$ cat config.mk
export PLATFORM = sky130hd
export DESIGN_NAME = hz_pipe_ctrl
export DESIGN_NICKNAME = d
export VERILOG_FILES = /design/src/rtl/hz_pkg.sv /design/src/rtl/hz_id_decode.sv /design/src/rtl/hz_fwd_pick.sv /design/src/rtl/hz_front_ctl.sv /design/src/rtl/hz_pipe_ctrl.sv
export SDC_FILE = /design/constraint.sdc
export NUM_CORES = 1
export LEC_CHECK = 0
export BUFFER_PORTS_ARGS = -buffer_cell sky130_fd_sc_hd__buf_2
export CAP_MARGIN = 10
export CELL_PAD_IN_SITES_DETAIL_PLACEMENT = 2
export CELL_PAD_IN_SITES_GLOBAL_PLACEMENT = 2
export CORE_ASPECT_RATIO = 0.6
export CORE_UTILIZATION = 21
export DETAILED_ROUTE_END_ITERATION = 7
export PLACE_DENSITY_LB_ADDON = 0.1
export SLEW_MARGIN = 0
export SYNTH_ARGS = -nofsm -noshare
export SYNTH_HDL_FRONTEND = slang
export SYNTH_SLANG_ARGS = --single-unit
$ cat constraint.sdc
create_clock -name vclk -period 2
set_clock_uncertainty 0.05 [all_clocks]
set_input_delay 0.2 -clock vclk [all_inputs]
set_output_delay 0.2 -clock vclk [all_outputs]
set_load 0.05 [all_outputs]
$ cat src/rtl/hz_pkg.sv
package hz_pkg;

    localparam int REG_AW   = 5;
    localparam int OPC_W    = 6;
    localparam int WORD_HI  = 16;       // instruction bits 31:16 are seen
    localparam int NUM_SRC  = 2;

    // field positions inside the upper half-word (bit 16 of the word is bit 0 here)
    localparam int OPC_LSB  = 26 - WORD_HI;
    localparam int RS_LSB   = 21 - WORD_HI;
    localparam int RT_LSB   = 16 - WORD_HI;

    localparam logic [OPC_W-1:0] OPC_ALU    = 6'h00;
    localparam logic [OPC_W-1:0] OPC_BRANCH = 6'h08;
    localparam logic [OPC_W-1:0] OPC_LOAD   = 6'h10;
    localparam logic [OPC_W-1:0] OPC_STORE  = 6'h18;

    typedef logic [REG_AW-1:0] reg_id_t;

    typedef enum logic [1:0] {
        SRC_REGFILE = 2'b00,
        SRC_WB      = 2'b01,
        SRC_MEM     = 2'b10
    } src_sel_e;

    typedef struct packed {
        reg_id_t src1;
        reg_id_t src2;
        logic    reads_src2;
        logic    is_branch;
    } dec_info_t;

    typedef struct packed {
        reg_id_t dst;
        logic    wr_en;
    } producer_t;

    typedef struct packed {
        logic pc_we;
        logic ifid_we;
        logic ifid_nop;
        logic idex_nop;
        logic take;
    } front_ctl_t;

    function automatic logic writes_reg(producer_t p, reg_id_t src);
        return p.wr_en && (p.dst != '0) && (p.dst == src);
    endfunction

endpackage

$ cat src/rtl/hz_id_decode.sv
module hz_id_decode
    import hz_pkg::*;
(
    input  logic [WORD_HI-1:0] word_hi,
    output dec_info_t          info
);
    logic [OPC_W-1:0] opc;

    always_comb begin
        opc             = word_hi[OPC_LSB +: OPC_W];
        info.src1       = word_hi[RS_LSB +: REG_AW];
        info.src2       = word_hi[RT_LSB +: REG_AW];
        info.is_branch  = (opc == OPC_BRANCH);
        info.reads_src2 = (opc == OPC_ALU) || (opc == OPC_STORE) || (opc == OPC_BRANCH);
    end
endmodule

$ cat src/rtl/hz_fwd_pick.sv
module hz_fwd_pick
    import hz_pkg::*;
#(
    parameter bit NEAR_NEEDS_ALU = 1'b0   // set for the decode comparator
) (
    input  reg_id_t   src,
    input  producer_t near,
    input  logic      near_is_load,
    input  producer_t far,
    output src_sel_e  sel
);
    logic near_hit;
    logic far_hit;

    always_comb begin
        near_hit = writes_reg(near, src) && !(NEAR_NEEDS_ALU && near_is_load);
        far_hit  = writes_reg(far, src);
        if (near_hit)
            sel = SRC_MEM;
        else if (far_hit)
            sel = SRC_WB;
        else
            sel = SRC_REGFILE;
    end
endmodule

$ cat src/rtl/hz_front_ctl.sv
module hz_front_ctl
    import hz_pkg::*;
(
    input  logic       rst,
    input  dec_info_t  id,
    input  producer_t  ex_prod,
    input  logic       ex_is_load,
    input  producer_t  mem_prod,
    input  logic       mem_is_load,
    input  logic       mem_busy,
    input  logic       ops_equal,
    output front_ctl_t ctl
);
    logic load_use;
    logic br_wait;
    logic hold;

    always_comb begin
        load_use = ex_is_load &&
                   (writes_reg(ex_prod, id.src1) ||
                    (id.reads_src2 && writes_reg(ex_prod, id.src2)));
        br_wait  = id.is_branch &&
                   (writes_reg(ex_prod, id.src1) || writes_reg(ex_prod, id.src2) ||
                    (mem_is_load && (writes_reg(mem_prod, id.src1) ||
                                     writes_reg(mem_prod, id.src2))));
        hold     = load_use || br_wait;

        ctl = '{pc_we: 1'b1, ifid_we: 1'b1, ifid_nop: 1'b0, idex_nop: 1'b0, take: 1'b0};
        if (rst) begin
            ctl = '{pc_we: 1'b0, ifid_we: 1'b1, ifid_nop: 1'b1, idex_nop: 1'b1, take: 1'b0};
        end else if (hold) begin
            ctl = '{pc_we: 1'b0, ifid_we: 1'b0, ifid_nop: 1'b0, idex_nop: 1'b1, take: 1'b0};
        end else if (id.is_branch && ops_equal) begin
            ctl = '{pc_we: 1'b1, ifid_we: 1'b1, ifid_nop: 1'b1, idex_nop: 1'b0, take: 1'b1};
        end else if (mem_busy) begin
            ctl = '{pc_we: 1'b0, ifid_we: 1'b1, ifid_nop: 1'b1, idex_nop: 1'b0, take: 1'b0};
        end
    end
endmodule

$ cat src/rtl/hz_pipe_ctrl.sv
module hz_pipe_ctrl
    import hz_pkg::*;
(
    input  logic        clk,
    input  logic        rst,
    input  logic [15:0] ifid_instr_hi,
    input  logic [4:0]  idex_rs,
    input  logic [4:0]  idex_rt,
    input  logic [4:0]  idex_dst,
    input  logic        idex_regwrite,
    input  logic        idex_memread,
    input  logic [4:0]  exmem_dst,
    input  logic        exmem_regwrite,
    input  logic        exmem_memread,
    input  logic        exmem_memwrite,
    input  logic [4:0]  memwb_dst,
    input  logic        memwb_regwrite,
    input  logic        id_operands_equal,
    output logic [1:0]  fwd_sel_a,
    output logic [1:0]  fwd_sel_b,
    output logic [1:0]  br_sel_a,
    output logic [1:0]  br_sel_b,
    output logic        pc_write,
    output logic        ifid_write,
    output logic        ifid_squash,
    output logic        idex_bubble,
    output logic        redirect
);
    dec_info_t  id_info;
    producer_t  p_ex, p_mem, p_wb;
    front_ctl_t ctl;
    reg_id_t    ex_src [NUM_SRC];
    reg_id_t    id_src [NUM_SRC];
    src_sel_e   ex_sel [NUM_SRC];
    src_sel_e   id_sel [NUM_SRC];

    assign p_ex  = '{dst: idex_dst,  wr_en: idex_regwrite};
    assign p_mem = '{dst: exmem_dst, wr_en: exmem_regwrite};
    assign p_wb  = '{dst: memwb_dst, wr_en: memwb_regwrite};

    hz_id_decode u_dec (
        .word_hi (ifid_instr_hi),
        .info    (id_info)
    );

    assign ex_src[0] = idex_rs;
    assign ex_src[1] = idex_rt;
    assign id_src[0] = id_info.src1;
    assign id_src[1] = id_info.src2;

    for (genvar g = 0; g < NUM_SRC; g++) begin : g_src
        hz_fwd_pick #(.NEAR_NEEDS_ALU(1'b0)) u_ex_pick (
            .src(ex_src[g]), .near(p_mem), .near_is_load(exmem_memread),
            .far(p_wb), .sel(ex_sel[g])
        );
        hz_fwd_pick #(.NEAR_NEEDS_ALU(1'b1)) u_id_pick (
            .src(id_src[g]), .near(p_mem), .near_is_load(exmem_memread),
            .far(p_wb), .sel(id_sel[g])
        );
    end

    hz_front_ctl u_front (
        .rst         (rst),
        .id          (id_info),
        .ex_prod     (p_ex),
        .ex_is_load  (idex_memread),
        .mem_prod    (p_mem),
        .mem_is_load (exmem_memread),
        .mem_busy    (exmem_memread || exmem_memwrite),
        .ops_equal   (id_operands_equal),
        .ctl         (ctl)
    );

    assign fwd_sel_a   = rst ? SRC_REGFILE : ex_sel[0];
    assign fwd_sel_b   = rst ? SRC_REGFILE : ex_sel[1];
    assign br_sel_a    = rst ? SRC_REGFILE : id_sel[0];
    assign br_sel_b    = rst ? SRC_REGFILE : id_sel[1];
    assign pc_write    = ctl.pc_we;
    assign ifid_write  = ctl.ifid_we;
    assign ifid_squash = ctl.ifid_nop;
    assign idex_bubble = ctl.idex_nop;
    assign redirect    = ctl.take;

    // memory-stage select only for a real, nonzero, matching producer
    assert_fwd_mem_R1: assert property (@(posedge clk) disable iff (rst)
        (fwd_sel_a == 2'b10) |-> (exmem_regwrite && exmem_dst == idex_rs && exmem_dst != 5'd0));
    // writeback select never shadows a valid memory-stage match
    assert_fwd_prio_R2: assert property (@(posedge clk) disable iff (rst)
        (fwd_sel_b == 2'b01) |-> !(exmem_regwrite && exmem_dst == idex_rt && exmem_dst != 5'd0));
    // register zero is never forwarded
    assert_fwd_zero_R3: assert property (@(posedge clk) disable iff (rst)
        (fwd_sel_b != 2'b00) |-> (idex_rt != 5'd0));
    // a bubble always comes with a frozen front end
    assert_bubble_hold_R4: assert property (@(posedge clk) disable iff (rst)
        idex_bubble |-> (!pc_write && !ifid_write));
    // no redirect while decode is held
    assert_hold_no_redirect_R6: assert property (@(posedge clk) disable iff (rst)
        !ifid_write |-> !redirect);
    // comparator never takes load data from the memory stage
    assert_br_no_load_R8: assert property (@(posedge clk) disable iff (rst)
        (br_sel_a == 2'b10) |-> !exmem_memread);
    // a squash always writes the fetch/decode register
    assert_squash_write_R9: assert property (@(posedge clk) disable iff (rst)
        ifid_squash |-> ifid_write);
    // shared memory busy blocks sequential fetch
    assert_mem_busy_R9: assert property (@(posedge clk) disable iff (rst)
        ((exmem_memread || exmem_memwrite) && !redirect) |-> !pc_write);

endmodule

After elaboration in Yosys (flattened, before gate mapping)

Cells that the tools add are included.

Add/subtract/negate cells: 0
Multipliers: 0
Div/mod/pow operators: 0
$lt $le $gt $ge: 0
Equality and inequality tests: 12
Shift operators: 0
Muxes and demuxes: 16
Bitwise logic cells: 0
Reductions and logical operators: 33

Operator list:

| operator                                                         | count |
|---|---|
| 5-bit == test                                                    | 10 |
| 1-bit logical AND                                                | 20 |
| 5-bit two-way mux                                                | 4 |
| 2-bit two-way mux                                                | 8 |
| 5-bit nonzero test                                               | 3 |
| 1-bit logical OR                                                 | 8 |
| 6-bit by 4-bit == test with 1-bit output (second input constant) | 1 |
| 6-bit by 5-bit == test with 1-bit output (second input constant) | 1 |
| 6-bit logical NOT                                                | 1 |
| 1-bit two-way mux                                                | 4 |
| 1-bit logical NOT                                                | 1 |

Register bits after elaboration: 0
Bits in latches: 0
Bits in writable memories: 0
ROM bits: 0
Bits of input ports: 50
Output and inout port bits: 13
Word-level logic and storage cells: 61
Memories: 0

Longest topological paths before layout

Depth after elaboration: 10
Depth in mapped cells: 7
Depth with buffers taken out: 6

Cells and area by module

Synthesis repeated with hierarchy kept, for this count alone.

Cell total of the unflattened synthesis: 156
Area, all modules: 1164.9 sq um

Modules (own cells, without submodules):

| module                               | times used | cells each | area an instance (sq um) | seq. area each (sq um) |
|---|---|---|---|---|
| hz_front_ctl                         | 1          | 47         | 344.1                    | 0.0 |
| hz_fwd_pick (g_src[0].u_id_pick ...) | 2          | 22         | 168.9                    | 0.0 |
| hz_fwd_pick (g_src[0].u_ex_pick ...) | 2          | 21         | 158.9                    | 0.0 |
| hz_id_decode                         | 1          | 14         | 108.9                    | 0.0 |
| hz_pipe_ctrl                         | 1          | 9          | 56.3                     | 0.0 |

Worst setup path before layout

No wires, ideal clock.

Kind: in2out
Start point: in memwb_dst[3]
End point: out br_sel_a[0]
Arrival time: 2572 ps
Data required time: 1750 ps
Path slack: -822 ps
Cell stages on the path: 5
Path buffers: 1
Path through: clkbuf_2 or4_1 o21ai_1 or4_1 nor4_1

Cells in the longest elaborated chain, start to end: 6
Elaborated cells between the ends (all ways): 7
Those cells by class: eq/ne: 1; mux: 3; reduce/logical: 3

Ends and longest elaborated chain:

| item                  | RTL line           | RTL |
|---|---|---|
| start, declared       | hz_pipe_ctrl.sv:16 | `input logic [4:0] memwb_dst,` |
| 5-bit nonzero test    | hz_pkg.sv:47       | `return p.wr_en && (p.dst != '0) && (p.dst == src);` |
| 1-bit logical AND     | hz_pkg.sv:47       |  |
| 1-bit logical AND (*) | hz_pkg.sv:47       |  |
| 1-bit two-way mux (*) | hz_fwd_pick.sv:20  | `else if (far_hit)` |
| 2-bit two-way mux (*) | hz_fwd_pick.sv:18  | `if (near_hit)` |
| 2-bit two-way mux (*) | hz_pipe_ctrl.sv:76 | `assign br_sel_a = rst ? SRC_REGFILE : id_sel[0];` |
| end, declared         | hz_pipe_ctrl.sv:21 | `output logic [1:0] br_sel_a,` |

Every way passes the cells marked *; elsewhere a longest branch is shown, timed or not.

Worst setup path after layout

Start point: in ifid_instr_hi[11]
End point: out ifid_squash

Cells in the longest elaborated chain, start to end: 9
Elaborated cells between the ends (all ways): 14
Those cells by class: eq/ne: 2; mux: 3; reduce/logical: 9

Ends and longest elaborated chain:

| item                                                                                 | RTL line           | RTL |
|---|---|---|
| start, declared                                                                      | hz_pipe_ctrl.sv:6  | `input logic [15:0] ifid_instr_hi,` |
| 6-bit by 5-bit == test with 1-bit output / 6-bit logical NOT (equally long branches) | hz_id_decode.sv:14 | `info.reads_src2 = (opc == OPC_ALU) \|\| (opc == OPC_STORE) \|\| (opc == OPC_BRANCH);` |
| 1-bit logical OR (2 in a row)                                                        | hz_id_decode.sv:14 |  |
| 1-bit logical AND                                                                    | hz_front_ctl.sv:21 | `(id.reads_src2 && writes_reg(ex_prod, id.src2)));` |
| 1-bit logical OR                                                                     | hz_front_ctl.sv:20 | `(writes_reg(ex_prod, id.src1) \|\|` |
| 1-bit logical AND                                                                    | hz_front_ctl.sv:19 | `load_use = ex_is_load &&` |
| 1-bit logical OR                                                                     | hz_front_ctl.sv:26 | `hold = load_use \|\| br_wait;` |
| 5-bit two-way mux (*)                                                                | hz_front_ctl.sv:31 | `end else if (hold) begin` |
| 5-bit two-way mux (*)                                                                | hz_front_ctl.sv:29 | `if (rst) begin` |
| end, declared                                                                        | hz_pipe_ctrl.sv:25 | `output logic ifid_squash,` |

Marks and branches as above.

==> results.ini <==
[outcome]
run_status = finished, violations left
violations = setup timing

[floorplanning]
fp.coreArea_sq_um = 3740
rows = 17
die-width_microns = 83.6
io_pins = 63
initial_utilization = 0.224
die_y_microns = 50.9
dieArea_sq_um = 4260

[power]
powerDensity_nw_per_um2 = 201
p_int_mw = 0.164
ir_drop_uv = 83.3
finalPower_mw = 0.342
switching_share = 0.519
power_frac_seq = 0
clockPowerShare = 0
p_switching_mw = 0.177
combPwrFrac = 1.000
leakage_nw = 0.734

[sta]
fin_ws_ns = -0.120
worst_slew_pin_slew_ns = 0.409
finalCritPeriodShare = 1.06
rsz0062_at_grt = yes
max_clock_freq_ghz = 0.472
slew_headroom = 0.725
setup_viol = 3
final-max-slew-violation-count = 0
period_minus_slack_ns = 2.12
hold_violations = 0

[yosys]
synthCells = 110
synthMuxAreaShare = 0
synth_compound_area_frac = 0.0910
yosys.area_share.simple = 0.279
synth_top_family_by_area = XOR/XNOR gates
seq_area_frac_synth = 0
avgSynthCellArea_sq_um = 7.62
synth.net_count = 160
syn_area_sq_um = 838
synthDistinctLibCells = 30
yosysWarnings = 0
synthAdderAreaFrac = 0.0119
synthXorXnorAreaFrac = 0.522

[layout]
stdcell_count = 246
final_area_sq_um = 1700
multi_input_area_sq_um = 952
syn2layout_area_growth_pct = 103
layout_commonest_cell = buf_2
register_area_sq_um = 0
n_clock_buffer = 0
num_antenna_cells = 0
fill_cells = 432
seq_cells = 0
fin_nets = 251
final_cell_mix = buf_2, buf_4, xor2_1
drive_above_1_share = 0.618

[grt]
grt_max_degree = 10
grt_pass1_vias = 1332
grt_overflow = 0
grt_antenna_before_repair = 0
grt_pass1_wl_mm = 7.15
grt_use_total = 0.215

[min_path]
worstHoldStart = exmem_memwrite
hold-path-cell-count = 4
min_to = pc_write
min_path_type = in2out

[routing]
ant_nets = 0
routedWlPerCell_microns = 18.4
first_pass_iters = 4
drt_iter0_drc = 15
num_vias = 1156
finalWirelength_mm = 4.52
vias_per_cell = 4.70
drc_errors = 0

[critical_path]
start_kind = input pin
slowest_delay_ns = 0.35
crit_type = in2out
critical_path.endpoint_type = primary output
crit_buf_inv = 2
arrival_ns = 1.87
crit_family = compound AO/OA/AOI/OAI gates
critPathMaxFanout = 2
required_ns = 1.75
cp_num_cells = 8
path_cells = buf_2 > nor4_4 > and3_4 > nand2_1 > a211o_1 > a211o_4 > a21boi_4 > buf_6
cp_slowest_cell = a211o_4

[place]
place_area_sq_um = 1460
numPortBuffers = 62
dp.cells = 242
gp_congestion = 0.798
dp_hpwl_mm = 3.79

[flow_run]
max_cap_violations = 0

==> cell usage after synthesis, types with 2 or more instances <==
cell / instances / area [sq um]
buf_2: 4 / 20.0
xnor2_1: 18 / 158
nor2_1: 2 / 7.51
and4_1: 2 / 17.5
nand2_1: 2 / 7.51
buf_6: 3 / 33.8
or4_1: 4 / 30.0
nor4_1: 9 / 56.3
clkbuf_2: 3 / 15.0
xor2_1: 32 / 280
nor3_1: 8 / 40.0
nand3_1: 5 / 25.0
==> per-stage QoR <==
step | hold slack, ns | setup slack [ns] | TNS [ns] | util
after detailed placement | 0.783 | -0.239 | -1.02 | 0.390
final | 0.798 | -0.120 | -0.153 | 0.454
after global routing | 0.814 | -0.196 | -0.663 | 0.454
after global placement | 0.782 | -0.140 | -0.432 | 0.390
after CTS | 0.784 | -0.0818 | -0.0818 | 0.414
after floorplan | 0.455 | -0.306 | -0.641 | -
==> power groups by stage <==
stage,sequential (mW),combinational (mW),clock [mW]
6_report,0,0.342,0
3_5_place_dp,0,0.295,0
3_3_place_gp,0,0.279,0
4_1_cts,0,0.309,0
5_1_grt,0,0.370,0
2_1_floorplan,0,0.153,0
==> worst max path at each step <==
stage / start / to / slack, ns
2_1_floorplan: rst / br_sel_a[0] / -0.31
3_3_place_gp: exmem_dst[1] / ifid_squash / -0.14
3_5_place_dp: ifid_instr_hi[11] / ifid_squash / -0.24
4_1_cts: exmem_dst[1] / ifid_squash / -0.08
5_1_grt: ifid_instr_hi[4] / ifid_squash / -0.20
6_report: ifid_instr_hi[11] / ifid_squash / -0.12
==> tightest hold or removal path, delay by kind of cell <==
family	cells	cell delay [ns]
AND/OR/NAND/NOR	1	0.05
AO/OA/AOI/OAI	1	0.15
buffers and inverters	2	0.24
==> cell families after synthesis <==
group | Yosys count
xor+xnor | 50
buf+inv | 12
fa+ha+maj | 1
compound gates | 9
simple gates | 38
==> timing repair <==
action | CTS | global route
hold buffers | 0 | 0
resized for setup | 19 | 30
pin swaps | 8 | 11
hold endpoints to repair | 0 | 0
setup buffers | 2 | 2
setup endpoints to repair | 7 | 10
==> cell type report <==
class / count / area share
Inverter: 1 / 0.00221
Multi-Input combinational cell: 98 / 0.560
Tap cell: 47 / 0.0346
Timing Repair Buffer: 100 / 0.403
==> metal layers <==
layer	track usage	share of wire	vias up
met2	0.394	0.49	31
met5	0	0	-
met3	0.00969	0.038	2
li1	-	-	563
met1	0.298	0.47	560
met4	0	0.0051	0
No activity file was read; power rests on OpenSTA's default activity.
